===== config.mk =====
export PLATFORM = sky130hd
export DESIGN_NAME = branch_dir_pred
export DESIGN_NICKNAME = d
export VERILOG_FILES = /design/src/rtl/bp_pkg.sv /design/src/rtl/bp_ctrl.sv /design/src/rtl/bp_datapath.sv /design/src/rtl/branch_dir_pred.sv
export SDC_FILE = /design/constraint.sdc
export NUM_CORES = 1
export LEC_CHECK = 0
export BUFFER_PORTS_ARGS = -buffer_cell sky130_fd_sc_hd__buf_2
export CORE_ASPECT_RATIO = 0.9
export CORE_MARGIN = 1
export CORE_UTILIZATION = 50
export DETAILED_ROUTE_END_ITERATION = 16
export PLACE_DENSITY = 0.78
export SKIP_LAST_GASP = 1
export SYNTH_ARGS = -nofsm -noshare
export SYNTH_HDL_FRONTEND = slang
export SYNTH_SLANG_ARGS = --single-unit

===== constraint.sdc =====
create_clock -name clk -period 4.3 [get_ports clk]
set_clock_uncertainty 0.15 [all_clocks]
set_input_delay 0.43 -clock clk [delete_from_list [all_inputs] [get_ports clk]]
set_output_delay 0.43 -clock clk [all_outputs]
set_load 0.005 [all_outputs]

===== src/rtl/bp_pkg.sv =====
package bp_pkg;

  typedef enum logic [1:0] {
    SCHEME_LAST = 2'd0,
    SCHEME_SAT  = 2'd1,
    SCHEME_HIST = 2'd2
  } scheme_e;

  // strobes from control to datapath
  typedef struct packed {
    scheme_e scheme;
    logic    clearAll;
    logic    writeEn;
  } ctrl_strobe_t;

  function automatic scheme_e decodeMode(input logic [1:0] m);
    case (m)
      2'b01:   return SCHEME_SAT;
      2'b10:   return SCHEME_HIST;
      default: return SCHEME_LAST;
    endcase
  endfunction

  function automatic logic [1:0] satStep(input logic [1:0] cur, input logic taken);
    if (taken) return (cur == 2'b11) ? cur : cur + 2'd1;
    else       return (cur == 2'b00) ? cur : cur - 2'd1;
  endfunction

endpackage


===== src/rtl/bp_ctrl.sv =====
module bp_ctrl
  import bp_pkg::*;
(
  input  logic         clk,
  input  logic         rstN,
  input  logic [1:0]   mode,
  input  logic         resolveValid,
  input  logic         resolveTaken,
  input  logic         resolvePred,
  output ctrl_strobe_t strobe,
  output logic         mispredict
);

  logic [1:0] prevMode;
  logic       modeChange;

  always_ff @(posedge clk or negedge rstN) begin
    if (!rstN) prevMode <= 2'b00;
    else       prevMode <= mode;
  end

  assign modeChange = (mode != prevMode);

  always_comb begin
    strobe.scheme   = decodeMode(mode);
    strobe.clearAll = modeChange;
    strobe.writeEn  = resolveValid && !modeChange;
  end

  assign mispredict = strobe.writeEn && (resolvePred != resolveTaken);

  // a changed mode input must reach the datapath as a clear on the next edge's evaluation
  p_mode_switch_r8: assert property (@(posedge clk) disable iff (!rstN)
    (prevMode != $past(prevMode)) |-> $past(strobe.clearAll));

endmodule


===== src/rtl/bp_datapath.sv =====
module bp_datapath
  import bp_pkg::*;
#(
  parameter int PC_W  = 32,
  parameter int IDX_W = 4
) (
  input  logic            clk,
  input  logic            rstN,
  input  ctrl_strobe_t    strobe,
  input  logic [PC_W-1:0] lookupPc,
  input  logic [PC_W-1:0] resolvePc,
  input  logic            resolveTaken,
  output logic            predTaken,
  output logic            resolvePred
);

  localparam int ENTRIES = 1 << IDX_W;
  localparam int LOW_W   = IDX_W - 1;
  localparam int PC_LSB  = 2;

  logic [1:0]       tbl [ENTRIES];
  logic             hist;
  logic [IDX_W-1:0] lookupIdx, resIdx;
  logic [1:0]       lookupEntry, resEntry, nextEntry;
  logic [ENTRIES-1:0] hitVec;

  function automatic logic [IDX_W-1:0] formIndex(input logic [PC_W-1:0] pc,
                                                 input scheme_e sch,
                                                 input logic h);
    if (sch == SCHEME_HIST) return {h, pc[PC_LSB +: LOW_W]};
    else                    return pc[PC_LSB +: IDX_W];
  endfunction

  function automatic logic guessOf(input logic [1:0] e, input scheme_e sch);
    return (sch == SCHEME_SAT) ? e[1] : e[0];
  endfunction

  assign lookupIdx   = formIndex(lookupPc, strobe.scheme, hist);
  assign resIdx      = formIndex(resolvePc, strobe.scheme, hist);
  assign lookupEntry = tbl[lookupIdx];
  assign resEntry    = tbl[resIdx];

  always_comb begin
    if (strobe.scheme == SCHEME_SAT) nextEntry = satStep(resEntry, resolveTaken);
    else                             nextEntry = {1'b0, resolveTaken};
  end

  assign predTaken   = !strobe.clearAll && guessOf(lookupEntry, strobe.scheme);
  assign resolvePred = guessOf(resEntry, strobe.scheme);

  genvar g;
  generate
    for (g = 0; g < ENTRIES; g++) begin : g_hit
      assign hitVec[g] = strobe.writeEn && (resIdx == IDX_W'(g));
    end
  endgenerate

  always_ff @(posedge clk or negedge rstN) begin
    if (!rstN) begin
      for (int i = 0; i < ENTRIES; i++) tbl[i] <= 2'b00;
    end else if (strobe.clearAll) begin
      for (int i = 0; i < ENTRIES; i++) tbl[i] <= 2'b00;
    end else begin
      for (int i = 0; i < ENTRIES; i++)
        if (hitVec[i]) tbl[i] <= nextEntry;
    end
  end

  always_ff @(posedge clk or negedge rstN) begin
    if (!rstN)                hist <= 1'b0;
    else if (strobe.clearAll) hist <= 1'b0;
    else if (strobe.writeEn)  hist <= resolveTaken;
  end

  p_hist_shift_r5: assert property (@(posedge clk) disable iff (!rstN)
    strobe.writeEn |=> (hist == $past(resolveTaken)));

  p_clear_hist_r8: assert property (@(posedge clk) disable iff (!rstN)
    strobe.clearAll |=> (hist == 1'b0));

  p_clear_guess_r8: assert property (@(posedge clk) disable iff (!rstN)
    strobe.clearAll |=> !predTaken);

  p_one_bit_write_r3: assert property (@(posedge clk) disable iff (!rstN)
    (strobe.writeEn && strobe.scheme != SCHEME_SAT)
      |=> (tbl[$past(resIdx)] == {1'b0, $past(resolveTaken)}));

  p_sat_ceiling_r4: assert property (@(posedge clk) disable iff (!rstN)
    (strobe.writeEn && strobe.scheme == SCHEME_SAT && resEntry == 2'b11 && resolveTaken)
      |=> (tbl[$past(resIdx)] == 2'b11));

  p_sat_floor_r4: assert property (@(posedge clk) disable iff (!rstN)
    (strobe.writeEn && strobe.scheme == SCHEME_SAT && resEntry == 2'b00 && !resolveTaken)
      |=> (tbl[$past(resIdx)] == 2'b00));

endmodule


===== src/rtl/branch_dir_pred.sv =====
module branch_dir_pred
  import bp_pkg::*;
#(
  parameter int PC_W  = 32,
  parameter int IDX_W = 4
) (
  input  logic            clk,
  input  logic            rstN,
  input  logic [1:0]      mode,
  input  logic [PC_W-1:0] lookupPc,
  output logic            predTaken,
  input  logic            resolveValid,
  input  logic [PC_W-1:0] resolvePc,
  input  logic            resolveTaken,
  output logic            mispredict
);

  ctrl_strobe_t strobe;
  logic         resolvePred;

  bp_ctrl u_ctrl (
    .clk          (clk),
    .rstN         (rstN),
    .mode         (mode),
    .resolveValid (resolveValid),
    .resolveTaken (resolveTaken),
    .resolvePred  (resolvePred),
    .strobe       (strobe),
    .mispredict   (mispredict)
  );

  bp_datapath #(.PC_W(PC_W), .IDX_W(IDX_W)) u_dp (
    .clk          (clk),
    .rstN         (rstN),
    .strobe       (strobe),
    .lookupPc     (lookupPc),
    .resolvePc    (resolvePc),
    .resolveTaken (resolveTaken),
    .predTaken    (predTaken),
    .resolvePred  (resolvePred)
  );

  p_misp_needs_resolve_r7: assert property (@(posedge clk) disable iff (!rstN)
    mispredict |-> resolveValid);

endmodule


# [Yosys cells after proc, flatten, opt, wreduce, memory -nomap -nowiden]
# Index checks and enable logic that the tools add are counted.
[word_totals] register_bits=35 input_bits=70 out_inout_bits=2 wordCells=119
[classes] addsub=2 order_cmp=2 eq_ne=22 mux=34 bitwise=2 n_reduce_logical=39
[op_table] cell="$mux 2" n=24
[op_table] cell="$reduce_bool 2->1" n=17
[op_table] cell="$eq 4x4->1 const B" n=8
[op_table] cell="$mux 32" n=1
[op_table] cell="$logic_and 1x1->1" n=19
[op_table] cell="$bmux 2 s4" n=2
[op_table] cell="$eq 4x3->1 const B" n=4
[op_table] cell="$ge 5x5->1 const B" n=2
[op_table] cell="$not 4->5" n=2
[op_table] cell="$eq 4x2->1 const B" n=2
[op_table] cell="$mux 4" n=2
[op_table] cell="$eq 2x2->1 const B" n=3
[op_table] cell="$eq 2x1->1 const B" n=2
[op_table] cell="$eq 4x1->1 const B" n=1
[op_table] cell="$logic_not 4->1" n=1
[op_table] cell="$mux 1" n=4
[op_table] cell="$pmux 2 s2" n=1
[op_table] cell="$add 2x1->2 const B" n=1
[op_table] cell="$logic_not 2->1" n=1
[op_table] cell="$ne 2x2->1" n=1
[op_table] cell="$sub 2x1->2 const B" n=1
[op_table] cell="$logic_not 1->1" n=1
[op_table] cell="$ne 1x1->1" n=1

# [Longest topological paths before layout]
# Gate-level depths: netlist of run 1.
[depth] ltp_word=14 ltp_mapped=8 depth_no_buf=6

# [By module]
# Synthesis of run 1 repeated with hierarchy kept, for this count alone.
[hier_totals] cells_unflattened=221 hier_area_um2=2417.3
[by_module_without_submodules] mod="bp_datapath" n_inst=1 cells_each=210 area_per_inst_um2=2290.9 seq_area_each_um2=825.8
[by_module_without_submodules] mod="bp_ctrl" n_inst=1 cells_each=11 area_per_inst_um2=126.4 seq_area_each_um2=50.0

# [Least setup slack after synthesis of run 1]
# OpenSTA, ideal clock, no wires.
[synth_timing] kind="input to output" startpoint="input port lookupPc[2]" endpoint="output port predTaken" t_arrival_ns=1.765 t_required_ns=3.720 path_slack_ns=1.955 stages=5 n_path_buf=1 cell_sequence="buf_2 > mux4_2 > mux4_2 > nand2_1 > a21oi_1"
[synth_via] elab_chain_cells=7
[synth_rtl] item="from (decl)" line="branch_dir_pred.sv:10" source="input logic [PC_W-1:0] lookupPc,"
[synth_rtl] item="$mux 4" line="bp_datapath.sv:30" source="if (sch == SCHEME_HIST) return {h, pc[PC_LSB +: LOW_W]};"
[synth_rtl] item="$not 4->5 (not written as such)" line="bp_datapath.sv:40" source="assign lookupEntry = tbl[lookupIdx];"
[synth_rtl] item="$bmux 2 s4" line="bp_datapath.sv:40"
[synth_rtl] item="$mux 2 (not written as such) (2 in a row)" line="bp_datapath.sv:40"
[synth_rtl] item="$mux 1" line="bp_datapath.sv:35" source="return (sch == SCHEME_SAT) ? e[1] : e[0];"
[synth_rtl] item="$logic_and 1x1->1" line="bp_datapath.sv:48" source="assign predTaken = !strobe.clearAll && guessOf(lookupEntry, strobe.scheme);"
[synth_rtl] item="to (decl)" line="branch_dir_pred.sv:11" source="output logic predTaken,"
# No other way between the ends. The select of a mux whose other input is x is not followed.

# [Worst setup path after layout of run 1]
[layout_timing] startpoint="input port resolvePc[2]" endpoint="output port mispredict"
[layout_via] elab_chain_cells=8
[layout_rtl] item="from (decl)" line="branch_dir_pred.sv:13" source="input logic [PC_W-1:0] resolvePc,"
[layout_rtl] item="$mux 4" line="bp_datapath.sv:30"
[layout_rtl] item="$not 4->5 (not written as such)" line="bp_datapath.sv:41" source="assign resEntry = tbl[resIdx];"
[layout_rtl] item="$bmux 2 s4" line="bp_datapath.sv:41"
[layout_rtl] item="$mux 2 (not written as such) (2 in a row)" line="bp_datapath.sv:41"
[layout_rtl] item="$mux 1" line="bp_datapath.sv:35"
[layout_rtl] item="$ne 1x1->1" line="bp_ctrl.sv:30" source="assign mispredict = strobe.writeEn && (resolvePred != resolveTaken);"
[layout_rtl] item="$logic_and 1x1->1" line="bp_ctrl.sv:30"
[layout_rtl] item="to (decl)" line="branch_dir_pred.sv:15" source="output logic mispredict"
# No other way between the ends. The select of a mux whose other input is x is not followed.

==> summary.txt, run 1 <==
Status
  – Status: complete, no violations

Detailed routing
  – First DRT Iteration DRCs: 308
  – DRC viols: 0
  – Final wirelength: 6.03 mm
  – Vias/cell: 6.81
  – DR pass1 iterations: 5
  – Routed vias: 2078
  – WL per Instance: 19.8 µm
  – ANT nets after route: 0

Clocking
  – Post-CTS Setup Bufs: 0
  – H-tree depth: 2
  – Max Buffers Root-to-Sink: 2
  – CTS tree: done
  – Hold_buf cts: 0
  – Clock-pin slew on the worst setup and hold paths: 0.07 ns
  – CTS resizes: 0
  – CTS root buf: clkbuf_8
  – Number of buffers created by CTS: 5
  – # clock sinks: 35
  – Clk Latency, worst-skew pair: 0.29 ns

Die
  – Cell row count: 23
  – Core area: 4520 µm²
  – Die Wd: 74.7 µm
  – Die footprint: 5030 µm²
  – Initial core utilization: 0.526
  – Die H: 67.4 µm
  – Ports: 72

Timing
  – Slew @ Worst Pin: 0.923 ns
  – Final Hold Fails: 0
  – Setup TNS: 0 ns
  – Final setup fails: 0
  – Fmax: 0.346 GHz
  – Fin crit period: 2.89 ns
  – Period utilization: 0.673
  – Max Slew Vio Count: 0
  – Relative slew margins: 0.376
  – RSZ-0062 raised after global routing: false

Job
  – Max-Cap Viols: 0

Global route
  – Initial antenna violation count: 0
  – Global Route Usage Sum: 0.266
  – Largest net degree at the start of global routing: 36
  – First-pass GRT wire length: 9.67 mm
  – Vias in the first global route: 1887
  – Aggregate global routing overflow: 0

Synth
  – Syn nets: 307
  – EDFF count, synth: 0
  – YS warnings: 0
  – Async SR Flop Fraction: 1.00
  – Post-synthesis sequential area ratio: 0.368
  – Library cells used by synthesis: 43
  – Cells after synthesis: 237
  – #FFs+latches synth: 35
  – Ys flop type: dfrtp_1
  – Syn Std Cell Area: 2380 µm²
  – Syn Area/Cell: 10.0 µm²

Worst hold path
  – Hold Crit Class: input port to asynchronous set/reset pin

Worst setup path
  – Critical path required time: 3.72 ns
  – WP data arrival: 2.31 ns
  – Critical path peak fanout: 12
  – Worst r2r path cells: 5
  – RR Endpoint: u_dp.tbl[11]
  – Crit. path cell count: 8
  – CP Class: input port to output pin
  – Buffer and inverter count on the worst path: 2
  – Critical Path End: mispredict
  – Crit path largest cell delay: 0.59 ns
  – Worst reg2reg setup slack: 1.74 ns
  – CP Cell Sequence: buf_2, mux4_2, o211a_1, a211oi_2, nor3_1, nor3_1, and4b_1, buf_2
  – Startpoint Class: input port
  – Critical R2R Launch: u_ctrl.prevMode[1]
  – Crit path max-delay family: multiplexers
  – CP Capture Type: output pin
  – CP max stage cell: mux4_2
  – Critical path origin: resolvePc[2]

Final layout
  – Layout Utilization: 0.560
  – Area of the multi-input gates: 1390 µm²
  – Synth-to-layout area growth: 6.47%
  – Antenna diodes: 0
  – Layout cells sized above 1: 0.251
  – NumNets Final: 312
  – Filler cells: 409
  – FF+latch area: 876 µm²
  – Cell area after layout: 2530 µm²

Power and ir drop
  – Pwr Density: 270 nW/µm²
  – VDD IR max: 0.000126 V
  – Leak: 0.993 nW
  – Pwr Total: 0.683 mW

Placed design
  – Placed instance area: 2450 µm²
  – Hpwl dp: 4.19 mm
  – Port-buffer cells: 15
  – Final GP Congestion: 0.910
## logic make-up after synthesis
group,synth area share
compound gates,0.210
xor+xnor,0.00737
buf+inv,0.0474
flops,0.368
mux,0.178
simple gates,0.189
## how the worst min path moves through the flow
stage	from	end	slack [ns]	cells after the start
5_1_grt	rstN	u_dp.tbl[30]	0.15	1
3_3_place_gp	u_dp.tbl[1]	u_dp.tbl[1]	0.32	2
2_1_floorplan	rstN	u_ctrl.prevMode[0]	-0.02	0
4_1_cts	rstN	u_ctrl.prevMode[0]	0.10	1
6_report	rstN	u_ctrl.prevMode[0]	0.06	1
3_5_place_dp	u_dp.tbl[1]	u_dp.tbl[1]	0.34	2
## synthesized netlist by cell type, drive strengths merged, types with 3 or more instances
master / count / area share
nand4: 4 / 0.011
o41ai: 6 / 0.022
dfrtp: 35 / 0.37
buf: 12 / 0.032
o31ai: 6 / 0.019
nand2b: 3 / 0.0079
a31oi: 3 / 0.0079
inv: 3 / 0.0047
a211oi: 4 / 0.021
nor2: 6 / 0.011
mux4: 16 / 0.15
mux2i: 4 / 0.017
nand2: 28 / 0.044
a21oi: 14 / 0.034
clkbuf: 7 / 0.011
o21ai: 25 / 0.068
nand3: 33 / 0.069
nor3: 3 / 0.0063
## final cells by class
cell class              count  area share
clock buffers               6      0.0287
clock inverters             2     0.00494
inverters                   3     0.00445
multi-input cells         180       0.550
flip-flops and latches     35       0.346
well taps                  62      0.0306
repair buffers             17      0.0356
## where the power goes
part	switching, mW	internal, mW	total, mW
logic	0.0787	0.0295	0.108
clock network	0.128	0.113	0.241
registers	0.00188	0.332	0.334
## cell usage in the layout (no fill, tap or decap), types with 2 or more instances in the layout
cell / n
and4b_1: 2
xor2_1: 2
o21ai_1: 13
o2111ai_1: 2
nand4_1: 4
buf_4: 2
a211oi_2: 4
o21ai_0: 2
nand2b_1: 3
dfrtp_1: 35
mux2_2: 2
nor2_2: 2
nand3_1: 33
o31a_1: 2
o41ai_1: 6
nand2_1: 28
a21oi_1: 13
nor3_1: 3
a31oi_1: 3
o211a_1: 2
inv_1: 3
nor2b_1: 2
mux4_2: 16
mux2i_1: 4
nor2_1: 4
o21ai_2: 10
o31ai_1: 6
buf_2: 15
clkbuf_8: 5
## layer usage
metal / part of all wire / global-route usage / vias up
li1: - / - / 925
met1: 0.44 / 0.387 / 1012
met2: 0.45 / 0.377 / 125
met3: 0.082 / 0.0522 / 16
met4: 0.023 / 0.127 / 0
met5: 0 / 0 / -
## registers in the layout, summed over array words and instances (netlist names)
register         cells
u_dp.tbl            32
u_ctrl.prevMode      2
u_dp.hist            1
## per-stage QoR
stage               worst slack (ns)  hold WS, ns  cells
floorplan                       1.95      -0.0156    237
finish                          1.41       0.0642    305
global route                    1.25        0.146    305
CTS                             1.40        0.100    305
global placement                1.42        0.325    297
detailed placement              1.40        0.340    297
## worst register-to-register path: cells and delay by family, from the launching register on
kind | cells | cell delay [ns]
and+or+nand+nor | 2 | 0.85
AOI/OAI and AO/OA | 1 | 0.48
xor gates and xnor gates | 1 | 0.19
DFF | 1 | 0.38
buffers and inverters | 1 | 0.40
No activity file was read; power rests on OpenSTA's default activity.
==> run 2: changes to the inputs <==
==> constraint.sdc (replaced) <==
create_clock -name clk -period 2.7 [get_ports clk]
set_clock_uncertainty 0.15 [all_clocks]
set_input_delay 0.27 -clock clk [delete_from_list [all_inputs] [get_ports clk]]
set_output_delay 0.27 -clock clk [all_outputs]
set_load 0.005 [all_outputs]
==> summary.txt, run 2 (synthesis results as in run 1) <==
Timing
  – Relative slew margins: 0.464 (+0.0882)
  – Final WS setup: 0.0883 ns (-1.32 ns)
  – Period utilization: 0.967
  – Max Slew Vio Count: 0 (unchanged)
  – Slew @ Worst Pin: 0.804 ns (-0.120 ns)
  – Fmax: 0.383 GHz
  – Final Hold Fails: 0 (unchanged)
  – Final setup fails: 0 (unchanged)
  – Hold Slack: 0.0164 ns (-0.0478 ns)
  – Fin crit period: 2.61 ns
  – RSZ-0062 raised after global routing: false
  – Setup TNS: 0 ns (unchanged)

Worst hold path
  – Hold path endpoint: u_ctrl.prevMode[0]
  – Hold path depth: 1
  – Min-delay src: mode[0]
  – Hold Crit Class: input port to register

Die
  – Ports: 72 (unchanged)
  – Die footprint: 5030 µm² (unchanged)
  – Die Wd: 74.7 µm (unchanged)
  – Die H: 67.4 µm (unchanged)
  – Core area: 4520 µm² (unchanged)
  – Cell row count: 23 (unchanged)
  – Initial core utilization: 0.526 (unchanged)

Global route
  – Aggregate global routing overflow: 0 (unchanged)
  – First-pass GRT wire length: 10.2 mm (+5.3%)
  – Vias in the first global route: 2018 (+6.9%)
  – Largest net degree at the start of global routing: 36 (unchanged)
  – Global Route Usage Sum: 0.284 (+0.0179)
  – Initial antenna violation count: 0 (unchanged)

Worst setup path
  – Startpoint Class: register
  – Worst r2r path cells: 6 (+1)
  – CP Capture Type: output pin
  – Critical R2R Launch: u_dp.hist
  – RR Endpoint: u_dp.tbl[20]
  – Worst reg2reg setup slack: 0.38 ns (-1.36 ns)
  – Critical path required time: 2.28 ns (-1.44 ns)
  – Critical path origin: u_dp.tbl[16]
  – Critical path peak fanout: 3 (-9)
  – CP Class: register to output pin
  – WP data arrival: 2.19 ns (-0.12 ns)

Detailed routing
  – First DRT Iteration DRCs: 278 (-9.7%)
  – Detailed-routing wirelength on met1: 2.64 mm (-0.68%)
  – Met3 WL: 545 µm (+9.9%)
  – DRC viols: 0 (unchanged)
  – WL per Instance: 20.0 µm (+1.1%)
  – ANT nets after route: 0 (unchanged)
  – Vias/cell: 6.69 (-1.8%)
  – DR pass1 iterations: 4 (-1)
  – Highest routed layer: met4
  – Final wirelength: 6.27 mm (+4.1%)
  – Metal2 WL: 2.88 mm (+5.5%)
  – Routed vias: 2100 (+1.1%)

Power and ir drop
  – Leak: 1.04 nW (+5.1%)
  – VDD IR max: 0.000175 V (+39%)
  – Pwr Density: 421 nW/µm² (+56%)

Placed design
  – Port-buffer cells: 15 (unchanged)
  – Hpwl dp: 4.38 mm (+4.5%)
  – Placed instance area: 2520 µm² (+3.0%)
  – Pre-CTS setup slack: 0.164 ns (-1.24 ns)
  – Final GP Congestion: 0.918 (+0.92%)

Clocking
  – Max Buffers Root-to-Sink: 2 (unchanged)
  – Clk Latency, worst-skew pair: 0.30 ns (about the same)
  – Clock-pin slew on the worst setup and hold paths: 0.07 ns (about the same)
  – H-tree depth: 2 (unchanged)
  – CTS root buf: clkbuf_8
  – CTS tree: done
  – Number of buffers created by CTS: 5 (unchanged)
  – # clock sinks: 35 (unchanged)

Final layout
  – Layout cells sized above 1: 0.270 (+0.0188)
  – Antenna diodes: 0 (unchanged)
  – Cell area after layout: 2610 µm² (+3.1%)
  – Synth-to-layout area growth: 9.79%
  – Most flop-heavy register: u_dp.tbl
  – Max reg flops: 32 (unchanged)
  – NumNets Final: 321 (+2.9%)
  – Most common cell after layout, fill and taps aside: dfrtp_1
  – Largest regs: u_dp.tbl: 32 flops, u_ctrl.prevMode: 2 flops, u_dp.hist: 1 flops
  – Most frequent cells in the layout: dfrtp_1 (35), nand3_1 (33), nand2_1 (28)

Status
  – Status: complete, no violations

Job
  – Max-Cap Viols: 0 (unchanged)
==> run 2: changes by cell type in the layout (fill, tap and decap cells not counted), sizes merged <==
cell         before  now
buf              17   25
dlygate4sd3       0    1
clkbuf            6    7
clkinvlp          1    0
==> run 2: repair_timing <==
action,in CTS,in global routing
hold endpoints to repair,35,0
setup buffers,0,0
hold buffers,1,0
resized for setup,0,1
setup endpoints to repair,0,1
==> run 2: report_power, final <==
part           switching [mW]  internal [mW]  leakage [nW]
Clock                   0.199          0.181        0.0422
Sequential            0.00335          0.528         0.484
Combinational           0.129         0.0586         0.517
Total                   0.331          0.768          1.04
==> run 2: layout make-up <==
type / instances / area [µm²]
Fill cell: 406 / 1910
Multi-Input combinational cell: 180 / 1390
Sequential cell: 35 / 876
Timing Repair Buffer: 26 / 173
Tap cell: 62 / 77.6
Clock buffer: 7 / 76.3
Inverter: 3 / 11.3
Clock inverter: 1 / 5.00
==> run 2: critical path, cell delays in order (launching register included) <==
cell      delay, ns
dfrtp_1        0.42
mux4_2         0.50
o211a_1        0.14
a211oi_2       0.22
nor3_1         0.10
nor3_1         0.15
and4b_1        0.23
buf_2          0.13
==> run 2: per-layer routing <==
| layer | GRT usage | vias to the layer above |
|---|---|---|
| li1 | - | 944 |
| met1 | 0.378 | 1022 |
| met2 | 0.411 | 112 |
| met3 | 0.0821 | 22 |
| met4 | 0.163 | 0 |
| met5 | 0 | - |
==> run 2: per-stage QoR <==
step | util | total power [mW] | cells
after floorplan | - | 0.658 | 237
after global placement | 0.557 | 0.720 | 305
after detailed placement | 0.557 | 0.724 | 305
after CTS | 0.578 | 1.10 | 314
after global routing | 0.578 | 1.14 | 314
final | 0.578 | 1.10 | 314
==> run 2: how the worst max path moves through the flow <==
stage	endpoint	cells past startpoint
floorplan	u_dp.tbl[17]	8
global placement	mispredict	8
detailed placement	mispredict	8
CTS	mispredict	7
global route	mispredict	7
finish	mispredict	7
==> run 3: changes to the inputs <==
==> constraint.sdc (replaced) <==
create_clock -name clk -period 3.35 [get_ports clk]
set_clock_uncertainty 0.15 [all_clocks]
set_input_delay 0.335 -clock clk [delete_from_list [all_inputs] [get_ports clk]]
set_output_delay 0.335 -clock clk [all_outputs]
set_load 0.005 [all_outputs]
==> summary.txt, run 3 (synthesis results as in run 1) <==
Placed design
  – Final GP Congestion: 0.869 (-5.3%)
  – Placed instance area: 2460 µm² (-2.3%)
  – Port-buffer cells: 15 (unchanged)
  – Hpwl dp: 4.22 mm (-3.8%)

Clocking
  – Clk Latency, worst-skew pair: 0.29 ns (about the same)
  – Clock-pin slew on the worst setup and hold paths: 0.06 ns (about the same)
  – CTS resizes: 0 (unchanged)
  – # clock sinks: 35 (unchanged)
  – Max Buffers Root-to-Sink: 2 (unchanged)
  – Post-CTS Setup Bufs: 0 (unchanged)
  – Number of buffers created by CTS: 5 (unchanged)
  – CTS root buf: clkbuf_8
  – Hold_buf cts: 0 (-1)
  – H-tree depth: 2 (unchanged)
  – CTS tree: done

Die
  – Die footprint: 5030 µm² (unchanged)
  – Initial core utilization: 0.526 (unchanged)
  – Die Wd: 74.7 µm (unchanged)
  – Die H: 67.4 µm (unchanged)
  – Core area: 4520 µm² (unchanged)
  – Cell row count: 23 (unchanged)
  – Ports: 72 (unchanged)

Detailed routing
  – WL per Instance: 19.7 µm (-1.5%)
  – Vias/cell: 6.76 (+1.1%)
  – Final wirelength: 6.03 mm (-4.0%)
  – First DRT Iteration DRCs: 305 (+9.7%)
  – DR pass1 iterations: 5 (+1)
  – Routed vias: 2069 (-1.5%)
  – ANT nets after route: 0 (unchanged)
  – DRC viols: 0 (unchanged)

Final layout
  – Most flop-heavy register: u_dp.tbl
  – Synth-to-layout area growth: 7.21%
  – Cell area after layout: 2550 µm² (-2.3%)
  – Largest regs: u_dp.tbl: 32 flops, u_ctrl.prevMode: 2 flops, u_dp.hist: 1 flops
  – Layout Utilization: 0.564 (-0.0136)
  – Antenna diodes: 0 (unchanged)
  – FF+latch area: 876 µm² (unchanged)
  – Layout cells sized above 1: 0.258 (-0.0116)
  – Max reg flops: 32 (unchanged)
  – Filler cells: 396 (-2.5%)
  – Most frequent cells in the layout: dfrtp_1 (35), nand3_1 (33), nand2_1 (28)
  – Area of the multi-input gates: 1390 µm² (unchanged)
  – Most common cell after layout, fill and taps aside: dfrtp_1
  – NumNets Final: 314 (-2.2%)

Global route
  – Vias in the first global route: 1902 (-5.7%)
  – Global Route Usage Sum: 0.265 (-0.0184)
  – Initial antenna violation count: 0 (unchanged)
  – GR Util met3: 0.0612 (-0.0209)
  – First-pass GRT wire length: 9.53 mm (-6.4%)
  – Met1 Resource Use GR: 0.352 (-0.0257)
  – Top Usage Layer GRT: met2
  – Aggregate global routing overflow: 0 (unchanged)
  – Met2 Track Usage GR: 0.409 (-0.00225)
  – Largest net degree at the start of global routing: 36 (unchanged)

Power and ir drop
  – Pwr Density: 346 nW/µm² (-18%)
  – VDD IR max: 0.000156 V (-11%)
  – Leak: 1.01 nW (-3.3%)
  – Pwr Total: 0.882 mW (-20%)

Worst setup path
  – WP data arrival: 2.22 ns (+0.03 ns)
  – Startpoint Class: input port
  – CP Capture Type: output pin
  – Critical path required time: 2.86 ns (+0.58 ns)
  – Critical path peak fanout: 12 (+9)
  – CP Class: input port to output pin

Timing
  – Fin crit period: 2.70 ns
  – Period utilization: 0.807
  – Final Hold Fails: 33 (+33)
  – Slew @ Worst Pin: 0.883 ns (+0.0796 ns)
  – Hold Slack: -0.0259 ns (-0.0423 ns)
  – Relative slew margins: 0.410 (-0.0546)
  – Fmax: 0.370 GHz
  – Final setup fails: 0 (unchanged)
  – Max Slew Vio Count: 0 (unchanged)
  – RSZ-0062 raised after global routing: false
  – Setup TNS: 0 ns (unchanged)

Worst hold path
  – Hold Crit Class: input port to asynchronous set/reset pin

Status
  – Failing checks: negative hold slack
  – Status: complete, but fails checks

Job
  – Max-Cap Viols: 0 (unchanged)
run 3: cell count changes in the layout (fill, tap and decap cells not counted), sizes merged:
cell / previous run / this run
buf: 25 / 19
dlygate4sd3: 1 / 0
clkbuf: 7 / 6
run 3: final timing paths:
path / to / startpoint / depth (start not counted) / slack, ns
setup / recovery: mispredict / resolvePc[2] / 8 / 0.65
hold / removal: u_dp.tbl[26] / rstN / 1 / -0.03
setup reg to reg: u_dp.tbl[26] / u_dp.hist / 6 / 0.78
hold reg to reg: u_dp.tbl[5] / u_dp.tbl[5] / 2 / 0.37
max in group asynchronous: u_dp.tbl[29] / rstN / 1 / 2.55
min in group clk: u_ctrl.prevMode[1] / mode[1] / 1 / 0.09
run 3: layout make-up:
| class | instances | share of cell area |
|---|---|---|
| timing repair buffer | 19 | 0.0412 |
| clock buffer | 6 | 0.0324 |
| clock inverter | 1 | 0.00196 |
| multi-input combinational | 180 | 0.546 |
| inverter | 3 | 0.00442 |
| tap | 62 | 0.0304 |
| sequential | 35 | 0.344 |
run 3: layer usage:
layer / wire, µm / part of all wire
met1: 2450 / 0.41
met2: 2820 / 0.47
met3: 586 / 0.097
met4: 176 / 0.029
met5: 0 / 0
run 3: worst max-delay path, stage by stage:
cell,delay [ns]
buf_2,0.31
mux4_2,0.57
o211a_1,0.15
a211oi_2,0.29
nor3_1,0.10
nor3_1,0.12
and4b_1,0.21
buf_2,0.12
run 3: stage by stage:
stage / setup slack [ns] / std cells
floorplan: 1.19 / 237
global placement: 0.692 / 299
detailed placement: 0.675 / 299
CTS: 0.647 / 306
global route: 0.531 / 306
finish: 0.648 / 306
run 3: power by group:
part / leakage (nW) / internal, mW / switching, mW
combinational: 0.478 / 0.0401 / 0.101
clock: 0.0470 / 0.161 / 0.151
sequential: 0.484 / 0.426 / 0.00265
total: 1.01 / 0.627 / 0.255
